[src/rtl/skew_pkg.sv]
package skew_pkg;

    // Three-level select code as seen on the pins.
    typedef enum logic [1:0] {
        LVL_LOW  = 2'b00,
        LVL_MID  = 2'b01,
        LVL_HIGH = 2'b10,
        LVL_BAD  = 2'b11
    } lvl_t;

    // Waveform produced by one group.
    typedef enum logic [1:0] {
        FN_SKEW = 2'd0,
        FN_DIV2 = 2'd1,
        FN_DIV4 = 2'd2,
        FN_INV  = 2'd3
    } fn_t;

    // Source of the outputs.
    typedef enum logic {
        ST_RUN    = 1'b0,
        ST_BYPASS = 1'b1
    } mode_t;

    typedef struct packed {
        fn_t                fn;
        logic signed [3:0]  off;
    } gfn_t;

endpackage

[src/rtl/skew_tick_ctr.sv]
module skew_tick_ctr
    import skew_pkg::*;
#(
    parameter int N_LOW  = 44,
    parameter int N_MID  = 26,
    parameter int N_HIGH = 16,
    parameter int CW     = 6,
    parameter int SW     = 16
) (
    input  logic          clk_i,
    input  logic          rst_ni,
    input  logic [1:0]    range_i,
    input  logic [1:0]    test_i,
    input  logic          ref_i,
    input  logic [SW-1:0] sel_i,
    output logic [CW-1:0] cnt_o,
    output logic [CW-1:0] n_o,
    output logic [CW-1:0] half_o,
    output logic [1:0]    ecnt_o,
    output mode_t         mode_o,
    output logic          refq_o,
    output logic [SW-1:0] sel_o
);

    localparam logic [SW-1:0] SEL_RST = {(SW/2){LVL_MID}};

    logic [CW-1:0] cnt_q;
    logic [CW-1:0] n_q;
    logic [CW-1:0] n_sel;
    logic [SW-1:0] sel_q;
    logic [1:0]    ecnt_q;
    logic          refq_q;
    logic          wrap;
    logic          ref_rise;
    logic          ecnt_inc;
    mode_t         mode_q;
    mode_t         mode_d;

    // Period length for the range code at the pins.
    always_comb begin
        unique case (lvl_t'(range_i))
            LVL_LOW:  n_sel = CW'(N_LOW);
            LVL_MID:  n_sel = CW'(N_MID);
            LVL_HIGH: n_sel = CW'(N_HIGH);
            LVL_BAD:  n_sel = CW'(N_MID);
        endcase
    end

    assign wrap     = (cnt_q == n_q - 1'b1);
    assign ref_rise = ref_i & ~refq_q;

    // State register of the Run/Bypass machine.
    always_ff @(posedge clk_i or negedge rst_ni) begin
        if (!rst_ni) mode_q <= ST_RUN;
        else         mode_q <= mode_d;
    end

    // Next state and the event that advances the divider count.
    always_comb begin
        mode_d = mode_q;
        if (wrap) begin
            unique case (lvl_t'(test_i))
                LVL_MID, LVL_HIGH: mode_d = ST_BYPASS;
                LVL_LOW, LVL_BAD:  mode_d = ST_RUN;
            endcase
        end
        unique case (mode_q)
            ST_RUN:    ecnt_inc = wrap;
            ST_BYPASS: ecnt_inc = ref_rise;
        endcase
    end

    always_ff @(posedge clk_i or negedge rst_ni) begin
        if (!rst_ni) begin
            cnt_q  <= '0;
            n_q    <= CW'(N_MID);
            sel_q  <= SEL_RST;
            ecnt_q <= '0;
            refq_q <= 1'b0;
        end else begin
            refq_q <= ref_i;
            if (ecnt_inc) ecnt_q <= ecnt_q + 2'd1;
            if (wrap) begin
                cnt_q <= '0;
                n_q   <= n_sel;
                sel_q <= sel_i;
            end else begin
                cnt_q <= cnt_q + 1'b1;
            end
        end
    end

    assign cnt_o  = cnt_q;
    assign n_o    = n_q;
    assign half_o = n_q >> 1;
    assign ecnt_o = ecnt_q;
    assign mode_o = mode_q;
    assign refq_o = refq_q;
    assign sel_o  = sel_q;

    // the counter never reaches the active period length
    p_cnt_below_n_r2: assert property (@(posedge clk_i) disable iff (!rst_ni)
        cnt_q < n_q);

    // the active period is always one of the three lengths
    p_n_legal_r2: assert property (@(posedge clk_i) disable iff (!rst_ni)
        (n_q == CW'(N_LOW)) || (n_q == CW'(N_MID)) || (n_q == CW'(N_HIGH)));

    // configuration moves only after a wrap
    p_cfg_only_at_wrap_r3: assert property (@(posedge clk_i) disable iff (!rst_ni)
        !$past(wrap) |-> ($stable(sel_q) && $stable(n_q) && $stable(mode_q)));

    // whenever the divide-by-four bit falls, the divide-by-two bit falls too
    p_div_shared_fall_r9: assert property (@(posedge clk_i) disable iff (!rst_ni)
        $fell(ecnt_q[1]) |-> $fell(ecnt_q[0]));

endmodule

[src/rtl/skew_fn_dec.sv]
module skew_fn_dec
    import skew_pkg::*;
#(
    parameter int GRP = 0
) (
    input  logic [1:0] s0_i,
    input  logic [1:0] s1_i,
    output gfn_t       fn_o
);

    logic       bad;
    logic [3:0] idx;

    assign bad = (lvl_t'(s0_i) == LVL_BAD) || (lvl_t'(s1_i) == LVL_BAD);
    assign idx = 4'(3 * int'(s1_i) + int'(s0_i));

    generate
        if (GRP < 2) begin : g_plain
            // Single time-unit steps, -4 .. +4.
            always_comb begin
                fn_o.fn  = FN_SKEW;
                fn_o.off = bad ? 4'sd0 : 4'(int'(idx) - 4);
            end
        end else begin : g_ext
            // Two time-unit steps with corner functions.
            always_comb begin
                fn_o.fn  = FN_SKEW;
                fn_o.off = 4'sd0;
                if (!bad) begin
                    if (idx == 4'd0) begin
                        fn_o.fn = (GRP == 2) ? FN_DIV4 : FN_DIV2;
                    end else if (idx == 4'd8) begin
                        fn_o.fn = (GRP == 2) ? FN_DIV2 : FN_INV;
                    end else begin
                        fn_o.off = 4'(2 * (int'(idx) - 4));
                    end
                end
            end
        end
    endgenerate

endmodule

[src/rtl/skew_wave_gen.sv]
module skew_wave_gen
    import skew_pkg::*;
#(
    parameter int CW = 6
) (
    input  logic          clk_i,
    input  logic          rst_ni,
    input  gfn_t          fn_i,
    input  logic [CW-1:0] cnt_i,
    input  logic [CW-1:0] n_i,
    input  logic [CW-1:0] half_i,
    input  logic [1:0]    ecnt_i,
    input  mode_t         mode_i,
    input  logic          refq_i,
    output logic          q_o
);

    logic [3:0]    mag;
    logic [CW-1:0] km;
    logic [CW-1:0] rel;
    logic          in_hi;

    // Rising point k mod N, then the distance of the counter past it.
    assign mag   = fn_i.off[3] ? 4'(-fn_i.off) : 4'(fn_i.off);
    assign km    = fn_i.off[3] ? (n_i - CW'(mag)) : CW'(mag);
    assign rel   = (cnt_i >= km) ? (cnt_i - km) : (cnt_i + (n_i - km));
    assign in_hi = (rel < half_i);

    always_comb begin
        unique case (mode_i)
            ST_RUN: begin
                unique case (fn_i.fn)
                    FN_SKEW: q_o = in_hi;
                    FN_DIV2: q_o = ecnt_i[0];
                    FN_DIV4: q_o = ecnt_i[1];
                    FN_INV:  q_o = ~(cnt_i < half_i);
                endcase
            end
            ST_BYPASS: begin
                unique case (fn_i.fn)
                    FN_SKEW: q_o = refq_i;
                    FN_DIV2: q_o = ecnt_i[0];
                    FN_DIV4: q_o = ecnt_i[1];
                    FN_INV:  q_o = ~refq_i;
                endcase
            end
        endcase
    end

    // a zero-skew output in Run only rises at counter zero
    p_zero_rise_r6: assert property (@(posedge clk_i) disable iff (!rst_ni)
        (mode_i == ST_RUN && fn_i.fn == FN_SKEW && fn_i.off == 4'sd0 && $rose(q_o))
        |-> (cnt_i == '0));

endmodule

[src/rtl/skew_clk_matrix.sv]
module skew_clk_matrix
    import skew_pkg::*;
#(
    parameter int N_LOW  = 44,
    parameter int N_MID  = 26,
    parameter int N_HIGH = 16,
    parameter int NGRP   = 4
) (
    input  logic              clk_i,
    input  logic              rst_ni,
    input  logic [1:0]        range_sel_i,
    input  logic [1:0]        test_sel_i,
    input  logic              ref_i,
    input  logic [4*NGRP-1:0] grp_sel_i,
    output logic [2*NGRP-1:0] q_o
);

    localparam int NMAX = (N_LOW > N_MID) ? ((N_LOW > N_HIGH) ? N_LOW : N_HIGH)
                                          : ((N_MID > N_HIGH) ? N_MID : N_HIGH);
    localparam int CW   = $clog2(NMAX + 1);
    localparam int SW   = 4 * NGRP;

    logic [CW-1:0] cnt;
    logic [CW-1:0] n_act;
    logic [CW-1:0] half;
    logic [1:0]    ecnt;
    logic          refq;
    logic [SW-1:0] sel_act;
    mode_t         mode;

    skew_tick_ctr #(
        .N_LOW (N_LOW),
        .N_MID (N_MID),
        .N_HIGH(N_HIGH),
        .CW    (CW),
        .SW    (SW)
    ) u_ctr (
        .clk_i  (clk_i),
        .rst_ni (rst_ni),
        .range_i(range_sel_i),
        .test_i (test_sel_i),
        .ref_i  (ref_i),
        .sel_i  (grp_sel_i),
        .cnt_o  (cnt),
        .n_o    (n_act),
        .half_o (half),
        .ecnt_o (ecnt),
        .mode_o (mode),
        .refq_o (refq),
        .sel_o  (sel_act)
    );

    for (genvar g = 0; g < NGRP; g++) begin : g_grp
        gfn_t fn;
        logic wave;

        skew_fn_dec #(.GRP(g)) u_dec (
            .s0_i(sel_act[4*g +: 2]),
            .s1_i(sel_act[4*g+2 +: 2]),
            .fn_o(fn)
        );

        skew_wave_gen #(.CW(CW)) u_wave (
            .clk_i (clk_i),
            .rst_ni(rst_ni),
            .fn_i  (fn),
            .cnt_i (cnt),
            .n_i   (n_act),
            .half_i(half),
            .ecnt_i(ecnt),
            .mode_i(mode),
            .refq_i(refq),
            .q_o   (wave)
        );

        assign q_o[2*g]   = wave;
        assign q_o[2*g+1] = wave;
    end

endmodule

[config.mk]
export PLATFORM = sky130hd
export DESIGN_NAME = skew_clk_matrix
export DESIGN_NICKNAME = d
export VERILOG_FILES = /design/src/rtl/skew_pkg.sv /design/src/rtl/skew_tick_ctr.sv /design/src/rtl/skew_fn_dec.sv /design/src/rtl/skew_wave_gen.sv /design/src/rtl/skew_clk_matrix.sv
export SDC_FILE = /design/constraint.sdc
export NUM_CORES = 1
export LEC_CHECK = 0
export ABC_CLOCK_PERIOD_IN_PS = 7650
export BUFFER_PORTS_ARGS = -buffer_cell sky130_fd_sc_hd__buf_2
export CAP_MARGIN = 20
export CORE_UTILIZATION = 34
export CTS_BUF_LIST = sky130_fd_sc_hd__clkbuf_4 sky130_fd_sc_hd__clkbuf_8
export DETAILED_ROUTE_END_ITERATION = 10
export PLACE_DENSITY = 0.59
export SYNTH_ARGS = -nofsm -noshare
export SYNTH_HDL_FRONTEND = slang
export SYNTH_SLANG_ARGS = --single-unit
[constraint.sdc]
create_clock -name clk_i -period 7.65 [get_ports clk_i]
set_clock_uncertainty 0.15 [all_clocks]
set_input_delay 1.53 -clock clk_i [delete_from_list [all_inputs] [get_ports clk_i]]
set_output_delay 1.53 -clock clk_i [all_outputs]
set_load 0.005 [all_outputs]
==> key figures, run 1 <==
Run status
  • Status: finished, violations left
  • Failing checks: negative setup slack

STA
  • Highest clock rate: 128.7 MHz
  • Final worst slack: -121.4 ps
  • Final hold slack: 324.6 ps
  • Setup_tns: -241.7 ps
  • Max_slew headroom: 0.3728
  • RSZ-0062 raised after global routing: true
  • Final slew viol count: 0
  • Worst Tran Pin Value: 940.8 ps
  • Final period util: 1.016
  • Fin. Hold Viols: 0
  • Setup violations, final: 2
  • Tmin final: 7771 ps

Clocking
  • CTS Hold Bufs: 0
  • # clock sinks: 30
  • Clk buf depth: 2
  • TritonCTS buffer count: 5
  • TritonCTS clock tree: yes
  • Max H-tree Level: 2
  • Worst-Skew Late Latency: 300 ps
  • CTS Root Cell: clkbuf_8
  • Reg clk slew, reported paths: 70 ps

Logic synthesis
  • Synth Instances: 590
  • Mapped Avg Cell Area: 8.917 um^2
  • Ys async rst share: 1.000
  • Yosys cell types: 60
  • Post-synthesis register bit count: 30
  • Synth top area share: 0.2188
  • Main synth FF type: dfrtp_1
  • Synth Cell Area: 5261 um^2
  • Number of synthesized flops with an enable pin: 0
  • Cell accounting for the most synthesized area: ha_1
  • Commonest cells post-synth: ha_1, a21oi_1, nand2_1, xnor2_1, inv_1
  • Most common cell in the netlist: ha_1
  • Sequential cell area fraction in the yosys report: 0.1453
  • Yosys warning count: 0
  • Largest cells by area after synthesis: ha_1, fa_1, dfrtp_1
  • Post-Synthesis Net Count: 733

Setup path
  • Worst path required time: 5970 ps
  • Worst setup SP type: register
  • Crit. End Element: output pin
  • Crit-path max FO: 4
  • Critical Path AT: 6090 ps
  • Crit Path Category: reg -> out

Place
  • Placed insts: 817
  • Port-buffer cells: 30
  • RD Place Congestion: 0.8485
  • Dpl hpwl: 9936 um
  • Pre-CTS WS: -139.1 ps

Floorplanning
  • Die Ht: 126.4 um
  • Core area: 15150 um^2
  • Initial Utilization: 0.3474
  • IO Count: 31
  • Die X: 126.4 um
  • Rows: 45
  • Die area: 15980 um^2

Cells and area
  • Layout cell share with drive strength beyond 1: 0.3026
  • Area added between synthesis and finish: 22.78%
  • Final Non-Filler Cells: 849
  • ANT cells: 0
  • Layout fillers: 1437
  • Fin nets: 803

GRT
  • Vias in the first global route: 4620
  • Total congestion overflow: 0
  • Largest net degree at the start of global routing: 31
  • First-pass GRT wire length: 21710 um
  • Initial antenna violation count: 0
  • GRT Total Usage: 0.1702

Drt
  • Detailed Route WL: 13450 um
  • Vias: 4435
  • DRT Pass-1 Iters: 4
  • Routed len/inst: 15.84 um
  • DRT iter0 DRCs: 217
  • DRT antenna net count: 0
  • Number of remaining DRC errors: 0
  • Via/cell ratio: 5.224

Hold path
  • Hold WC Path Type: reg -> reg

Run
  • Max cap viols: 0
[cells by family after synthesis]
family	count (synthesis)	share of synthesized area
and+or+nand+nor	142	0.1329
xor gates and xnor gates	63	0.1099
AOI/OAI and AO/OA	146	0.1769
buffers and inverters	61	0.05113
DFF	30	0.1453
muxes	26	0.05446
adders and majority gates	122	0.3294
[layout make-up]
class / count / area (um^2) / share of cell area
clock buffer: 5 / 68.82 / 0.01065
clock inverter: 3 / 40.04 / 0.006198
inverter: 43 / 161.4 / 0.02499
multi-input combinational: 499 / 4632 / 0.7170
sequential: 30 / 765.7 / 0.1185
tap: 188 / 235.2 / 0.03641
timing repair buffer: 81 / 556.8 / 0.08619
[critical path, cell delays in order (launching register included)]
cell and delay [ps]:
dfstp_2 550, fa_1 390, ha_2 190, fa_2 390, xor2_4 180, nor2_4 180, a21oi_4 90, fa_2 400
xnor2_2 150, xnor2_1 120, nor2_1 120, xnor2_1 140, nand2_2 110, fa_1 510, fa_1 560, nor2_1 50
a21oi_1 120, ha_1 240, o21a_1 100, o21ai_1 110, nand2b_1 80, a211oi_2 240, nor2b_4 180, or3b_4 380
nand3_2 80, buf_2 110
[worst paths after layout]
| kind | from | to | slack [ps] | depth (start not counted) |
|---|---|---|---|---|
| max reg2reg | u_ctr.n_o[4] | u_ctr.sel_o[5] | 4370 | 6 |
| min in group asynchronous | rst_ni | u_ctr.sel_o[1] | 1130 | 1 |
| max in group asynchronous | rst_ni | u_ctr.sel_o[3] | 5730 | 1 |
| min reg2reg | u_ctr.ecnt_o[1] | u_ctr.ecnt_o[1] | 320 | 1 |
| max | u_ctr.sel_o[6] | q_o[2] | -120 | 25 |
| min | u_ctr.ecnt_o[1] | u_ctr.ecnt_o[1] | 320 | 1 |
[cells in the final DEF, fill, tap and decap left out, types with 6 or more instances in the layout]
cell       n
nand2b_1   8
xnor2_1   41
a21o_1    28
nor2_1    26
a21oi_1   35
nand3_1    9
o21ai_1   10
inv_1     39
buf_2     30
fa_1      22
dfstp_2   11
fa_2       6
dfrtp_1   18
ha_4      10
and2_1     6
nor3_1     6
buf_4     49
nor2b_1   12
xor2_1    16
nand2_1   40
mux2_2    20
a21oi_2   15
o21ai_0   15
o21a_1    11
ha_1      78
[metal layers]
metal | up-vias | GRT usage | wire length, um
li1 | 2202 | - | -
met1 | 2150 | 0.2161 | 6249
met2 | 63 | 0.3035 | 6604
met3 | 20 | 0.02488 | 369
met4 | 0 | 0.03827 | 228
met5 | - | 0 | 0
[through the flow]
stage,utilization,area (um^2)
after floorplan,-,5298
after global placement,0.3815,5778
after detailed placement,0.3815,5778
after CTS,0.4070,6165
after global routing,0.4265,6460
final,0.4265,6460
[sequential cells by signal, summed over array words and instances (netlist names)]
name,flops
u_ctr.refq_o,1
u_ctr.n_o,4
u_ctr.ecnt_o,2
u_ctr.mode_o,1
u_ctr.sel_o,16
u_ctr.cnt_o,6
[timing repair]
item | in CTS | in global routing
pin swaps | 43 | 37
endpoints found under the setup margin | 8 | 8
resized for setup | 45 | 39
endpoints found under the hold margin | 0 | 0
buffers inserted | 10 | 13
Power of run 1 is left out: the tool's default activity adds up to more than one toggle a clock period on the data nets, which glitch-free logic cannot reach.
==> run 2: changes to the inputs <==
RECOVER_POWER = 100   (was not set)
==> run 2 against run 1 <==
  * Wire length barely moved
  * Critical endpoint unchanged
  * Non-clock buffer count did not move
  * Via count rose by 0.11%
  * Worst hold slack barely moved
  * Sequential share of layout area rose by 0.079 points
  * Count of clock-buffer cells in the layout did not move
  * Cell area fell by 0.66%
  * The flow finishes with violations (max-capacitance violations, max-slew violations, negative setup slack)
  * Utilization fell by 0.28 points
  * Final cell count did not move
  * Worst setup slack improved by 6.3 ps
  * Die area did not move
  * Global-route usage did not move
  * Largest cell class unchanged
==> key figures, run 2 (synthesis results as in run 1) <==
Clocking
  • Worst-Skew Late Latency: 300 ps
  • Clk buf depth: 2
  • TritonCTS clock tree: yes
  • # clock sinks: 30
  • Max H-tree Level: 2
  • TritonCTS buffer count: 5
  • CTS Root Cell: clkbuf_8
  • CTS Hold Bufs: 0
  • Reg clk slew, reported paths: 70 ps

Run status
  • Failing checks: max-capacitance violations, max-slew violations, negative setup slack
  • Status: finished, violations left

Setup path
  • CP bufs+invs: 1
  • Worst setup SP type: register
  • Delay-heaviest family, CP: adder cells
  • Worst path most repeated cell: fa_1
  • Max stage delay on crit path: 560 ps
  • Worst path required time: 5970 ps
  • Crit. End Element: output pin
  • Critical Path AT: 6090 ps
  • Crit Path Category: reg -> out
  • Crit-path max FO: 4
  • CP max stage cell: fa_1

Place
  • Dpl hpwl: 9936 um
  • Port-buffer cells: 30
  • DP Area: 5778 um^2
  • RD Place Congestion: 0.8485

GRT
  • Met3 Resource Use GR: 0.02488
  • Largest net degree at the start of global routing: 31
  • Vias in the first global route: 4620
  • First-pass GRT wire length: 21710 um
  • Total congestion overflow: 0
  • Most heavily used metal layer in global routing: met2
  • Initial antenna violation count: 0
  • Met1 Resource Use GR: 0.2161
  • Met2 GRT Util: 0.3035
  • GRT Total Usage: 0.1702

Run
  • Max cap viols: 1

STA
  • Tmin final: 7765 ps
  • Final slew viol count: 31
  • Setup violations, final: 2
  • Fin. Hold Viols: 0
  • Max_slew headroom: -0.1501
  • Final worst slack: -115.1 ps
  • RSZ-0062 raised after global routing: true
  • Highest clock rate: 128.8 MHz
  • Final period util: 1.015
  • Worst Tran Pin Value: 1725 ps

Cells and area
  • Max FFs per register: 16
  • ANT cells: 0
  • Most frequent cells in the layout: ha_1, buf_4, xnor2_1
  • Design area: 6417 um^2
  • Area added between synthesis and finish: 21.97%
  • Most common cell after layout, fill and taps aside: ha_1
  • Fin nets: 803
  • Layout cell share with drive strength beyond 1: 0.2950

Floorplanning
  • Die Ht: 126.4 um
  • Die X: 126.4 um
  • Rows: 45
  • IO Count: 31
  • Die area: 15980 um^2
  • Core area: 15150 um^2
  • Initial Utilization: 0.3474

Drt
  • Number of remaining DRC errors: 0
  • Detailed Route WL: 13450 um
  • DRT iter0 DRCs: 178
  • DRT Pass-1 Iters: 4
  • Routed len/inst: 15.84 um
  • DRT antenna net count: 0
  • Via/cell ratio: 5.230
  • Vias: 4440

Hold path
  • Hold WC Path Type: reg -> reg
==> run 2: cell types whose count changed in the layout (fill, tap and decap cells not counted), moves of 2 or more <==
cell      delta
and2_0       +2
and2_1       -2
clkbuf_1     +3
buf_2        -2
==> run 2: per-stage QoR <==
stage / std cells / setup WS [ps] / util / hold WS [ps] / TNS (ps)
final: 849 / -115.1 / 0.4237 / 324.6 / -229.2
after global routing: 849 / -452.1 / 0.4237 / 343.9 / -1705
after CTS: 835 / -76.85 / 0.4070 / 329.0 / -162.9
after detailed placement: 817 / -139.1 / 0.3815 / 308.7 / -395.5
after global placement: 817 / -42.14 / 0.3815 / 311.9 / -83.80
after floorplan: 590 / 27.38 / - / 291.2 / 0
==> run 2: worst paths after layout <==
path	startpoint	endpoint	slack [ps]	cells past startpoint
worst min-delay path	u_ctr.ecnt_o[1]	u_ctr.ecnt_o[1]	320	1
max in group asynchronous	rst_ni	u_ctr.sel_o[3]	4720	1
min in group asynchronous	rst_ni	u_ctr.sel_o[3]	1520	1
worst max-delay path	u_ctr.sel_o[6]	q_o[2]	-120	25
worst max register to register	u_ctr.n_o[4]	u_ctr.sel_o[5]	3300	6
worst min register to register	u_ctr.ecnt_o[1]	u_ctr.ecnt_o[1]	320	1
==> run 2: routing by layer <==
metal / vias to the layer above / part of all wire
met4: 0 / 0.015
met1: 2150 / 0.46
met5: - / 0
met2: 70 / 0.49
met3: 20 / 0.034
li1: 2200 / -
==> run 2: cell type report <==
class	instances	area [um^2]
inverter	43	161.4
sequential	30	765.7
tap	188	235.2
fill	1444	8728
clock inverter	3	40.04
multi-input combinational	499	4616
clock buffer	5	68.82
timing repair buffer	81	530.5
==> run 2: worst register-to-register path: stages, from the launching register on <==
cell	delay [ps]
dfstp_1	1080
clkinv_1	740
and3_1	420
o211ai_1	180
a2111o_1	360
clkbuf_1	870
mux2_2	430
==> run 2: what timing repair did <==
action                     CTS  global route
setup endpoints to repair    8             8
setup buffers               10            13
pin swaps                   43            37
gates resized for setup     45            39
Power of run 2 is left out for the same reason.
==> run 3: changes to the inputs <==
PLACE_DENSITY = 0.52   (was 0.59)
==> run 3 against run 2 <==
  * The flow still finishes with violations (max-capacitance violations, max-slew violations, negative setup slack)
  * Sequential share of layout area decreased by 0.16 points
  * Critical path depth increased by 2
  * Worst setup slack got worse by 39 ps
  * Largest cell class unchanged
==> key figures, run 3 (synthesis results as in run 1) <==
Run status
  • Status: finished, violations left
  • Failing checks: max-capacitance violations, max-slew violations, negative setup slack

Clocking
  • TritonCTS clock tree: yes
  • Max H-tree Level: 2
  • Worst-Skew Late Latency: 310 ps
  • # clock sinks: 30
  • TritonCTS buffer count: 5
  • CTS Root Cell: clkbuf_8
  • Reg clk slew, reported paths: 80 ps
  • Clk buf depth: 2
  • CTS Hold Bufs: 0

STA
  • Final period util: 1.020
  • Worst Tran Pin Value: 1924 ps
  • Max_slew headroom: -0.2826
  • Final worst slack: -154.1 ps
  • Setup violations, final: 4
  • Fin. Hold Viols: 0
  • Highest clock rate: 128.1 MHz
  • RSZ-0062 raised after global routing: true
  • Final slew viol count: 31
  • Tmin final: 7804 ps

Run
  • Max cap viols: 1

Place
  • DP Area: 5853 um^2
  • RD Place Congestion: 0.8553
  • Placed insts: 827
  • Port-buffer cells: 30
  • Dpl hpwl: 10590 um

Floorplanning
  • Die X: 126.4 um
  • Die area: 15980 um^2
  • Initial Utilization: 0.3474
  • Die Ht: 126.4 um
  • Core area: 15150 um^2
  • Rows: 45
  • IO Count: 31

Drt
  • DRT antenna net count: 0
  • DRT Pass-1 Iters: 4
  • Detailed Route WL: 13980 um
  • Routed len/inst: 16.31 um
  • Vias: 4449
  • Via/cell ratio: 5.191
  • DRT iter0 DRCs: 151
  • Number of remaining DRC errors: 0

GRT
  • Vias in the first global route: 4623
  • GRT Total Usage: 0.1807
  • Met2 GRT Util: 0.3227
  • Initial antenna violation count: 0
  • Total congestion overflow: 0
  • First-pass GRT wire length: 22680 um
  • Met3 Resource Use GR: 0.02952
  • Met1 Resource Use GR: 0.2239
  • Most heavily used metal layer in global routing: met2
  • Largest net degree at the start of global routing: 31

Setup path
  • Crit-path max FO: 3
  • Crit. End Element: output pin
  • Delay-heaviest family, CP: adder cells
  • CP max stage cell: dfstp_2
  • Critical Path AT: 6120 ps
  • Worst setup SP type: register
  • Worst path required time: 5970 ps
  • R2R Setup Slk: 3720 ps
  • CP bufs+invs: 2
  • Max stage delay on crit path: 550 ps
  • Crit Path Category: reg -> out

Hold path
  • Hold WC Path Type: reg -> reg

Cells and area
  • Most common cell after layout, fill and taps aside: ha_1
  • Max FFs per register: 16
  • Fin nets: 811
  • Area added between synthesis and finish: 23.40%
  • Design area: 6492 um^2
  • Final Non-Filler Cells: 857
  • Most frequent cells in the layout: ha_1, buf_4, xnor2_1
  • ANT cells: 0
  • Layout cell share with drive strength beyond 1: 0.3109
## run 3: cell count changes in the layout (fill, tap and decap cells not counted), sizes merged
cell      before  now
clkinv         4    3
clkbuf         8    9
buf           78   86
bufinv         1    0
clkinvlp       0    1
## run 3: per-layer routing
metal / wire [um] / vias to the layer above
li1: - / 2210
met1: 6234 / 2138
met2: 6991 / 75
met3: 439 / 26
met4: 310 / 0
met5: 0 / -
## run 3: final cells by class
| cell class | instances | area, um^2 |
|---|---|---|
| clock buffer | 6 | 82.58 |
| clock inverter | 2 | 12.51 |
| fill | 1510 | 8653 |
| inverter | 43 | 161.4 |
| multi-input combinational | 499 | 4638 |
| sequential | 30 | 764.5 |
| tap | 188 | 235.2 |
| timing repair buffer | 89 | 598.1 |
## run 3: final timing paths
check,startpoint,to,cells after the start
worst max-delay path,u_ctr.sel_o[6],q_o[2],27
worst min-delay path,u_ctr.ecnt_o[1],u_ctr.ecnt_o[1],1
worst max register to register,u_ctr.n_o[2],u_ctr.sel_o[3],9
worst min register to register,u_ctr.ecnt_o[1],u_ctr.ecnt_o[1],1
max in group asynchronous,rst_ni,u_ctr.sel_o[11],1
min in group asynchronous,rst_ni,u_ctr.sel_o[7],1
## run 3: what timing repair did
| item | in CTS | in global routing |
|---|---|---|
| gates resized for setup | 36 | 55 |
| setup buffers | 11 | 12 |
| setup endpoints to repair | 8 | 8 |
| gates cloned | 0 | 0 |
| pin swaps | 27 | 47 |
## run 3: worst register-to-register path, stage by stage, from the launching register on
cell	delay [ps]
dfrtp_1	730
clkinv_1	230
buf_4	280
ha_1	250
xor2_1	220
nor3_1	70
a31oi_1	170
a2111o_1	400
clkbuf_1	890
mux2_2	430
## run 3: through the flow
stage          setup slack [ps]    util  hold WS, ps  TNS, ps
3_3_place_gp              31.64  0.3865        311.8        0
5_1_grt                  -399.4  0.4287        336.1    -1992
4_1_cts                  -121.7  0.4073        333.2   -242.7
2_1_floorplan             27.38       -        291.2        0
6_report                 -154.1  0.4287        322.3   -503.2
3_5_place_dp             -113.2  0.3865        321.1   -225.5
Power of run 3 is left out for the same reason.
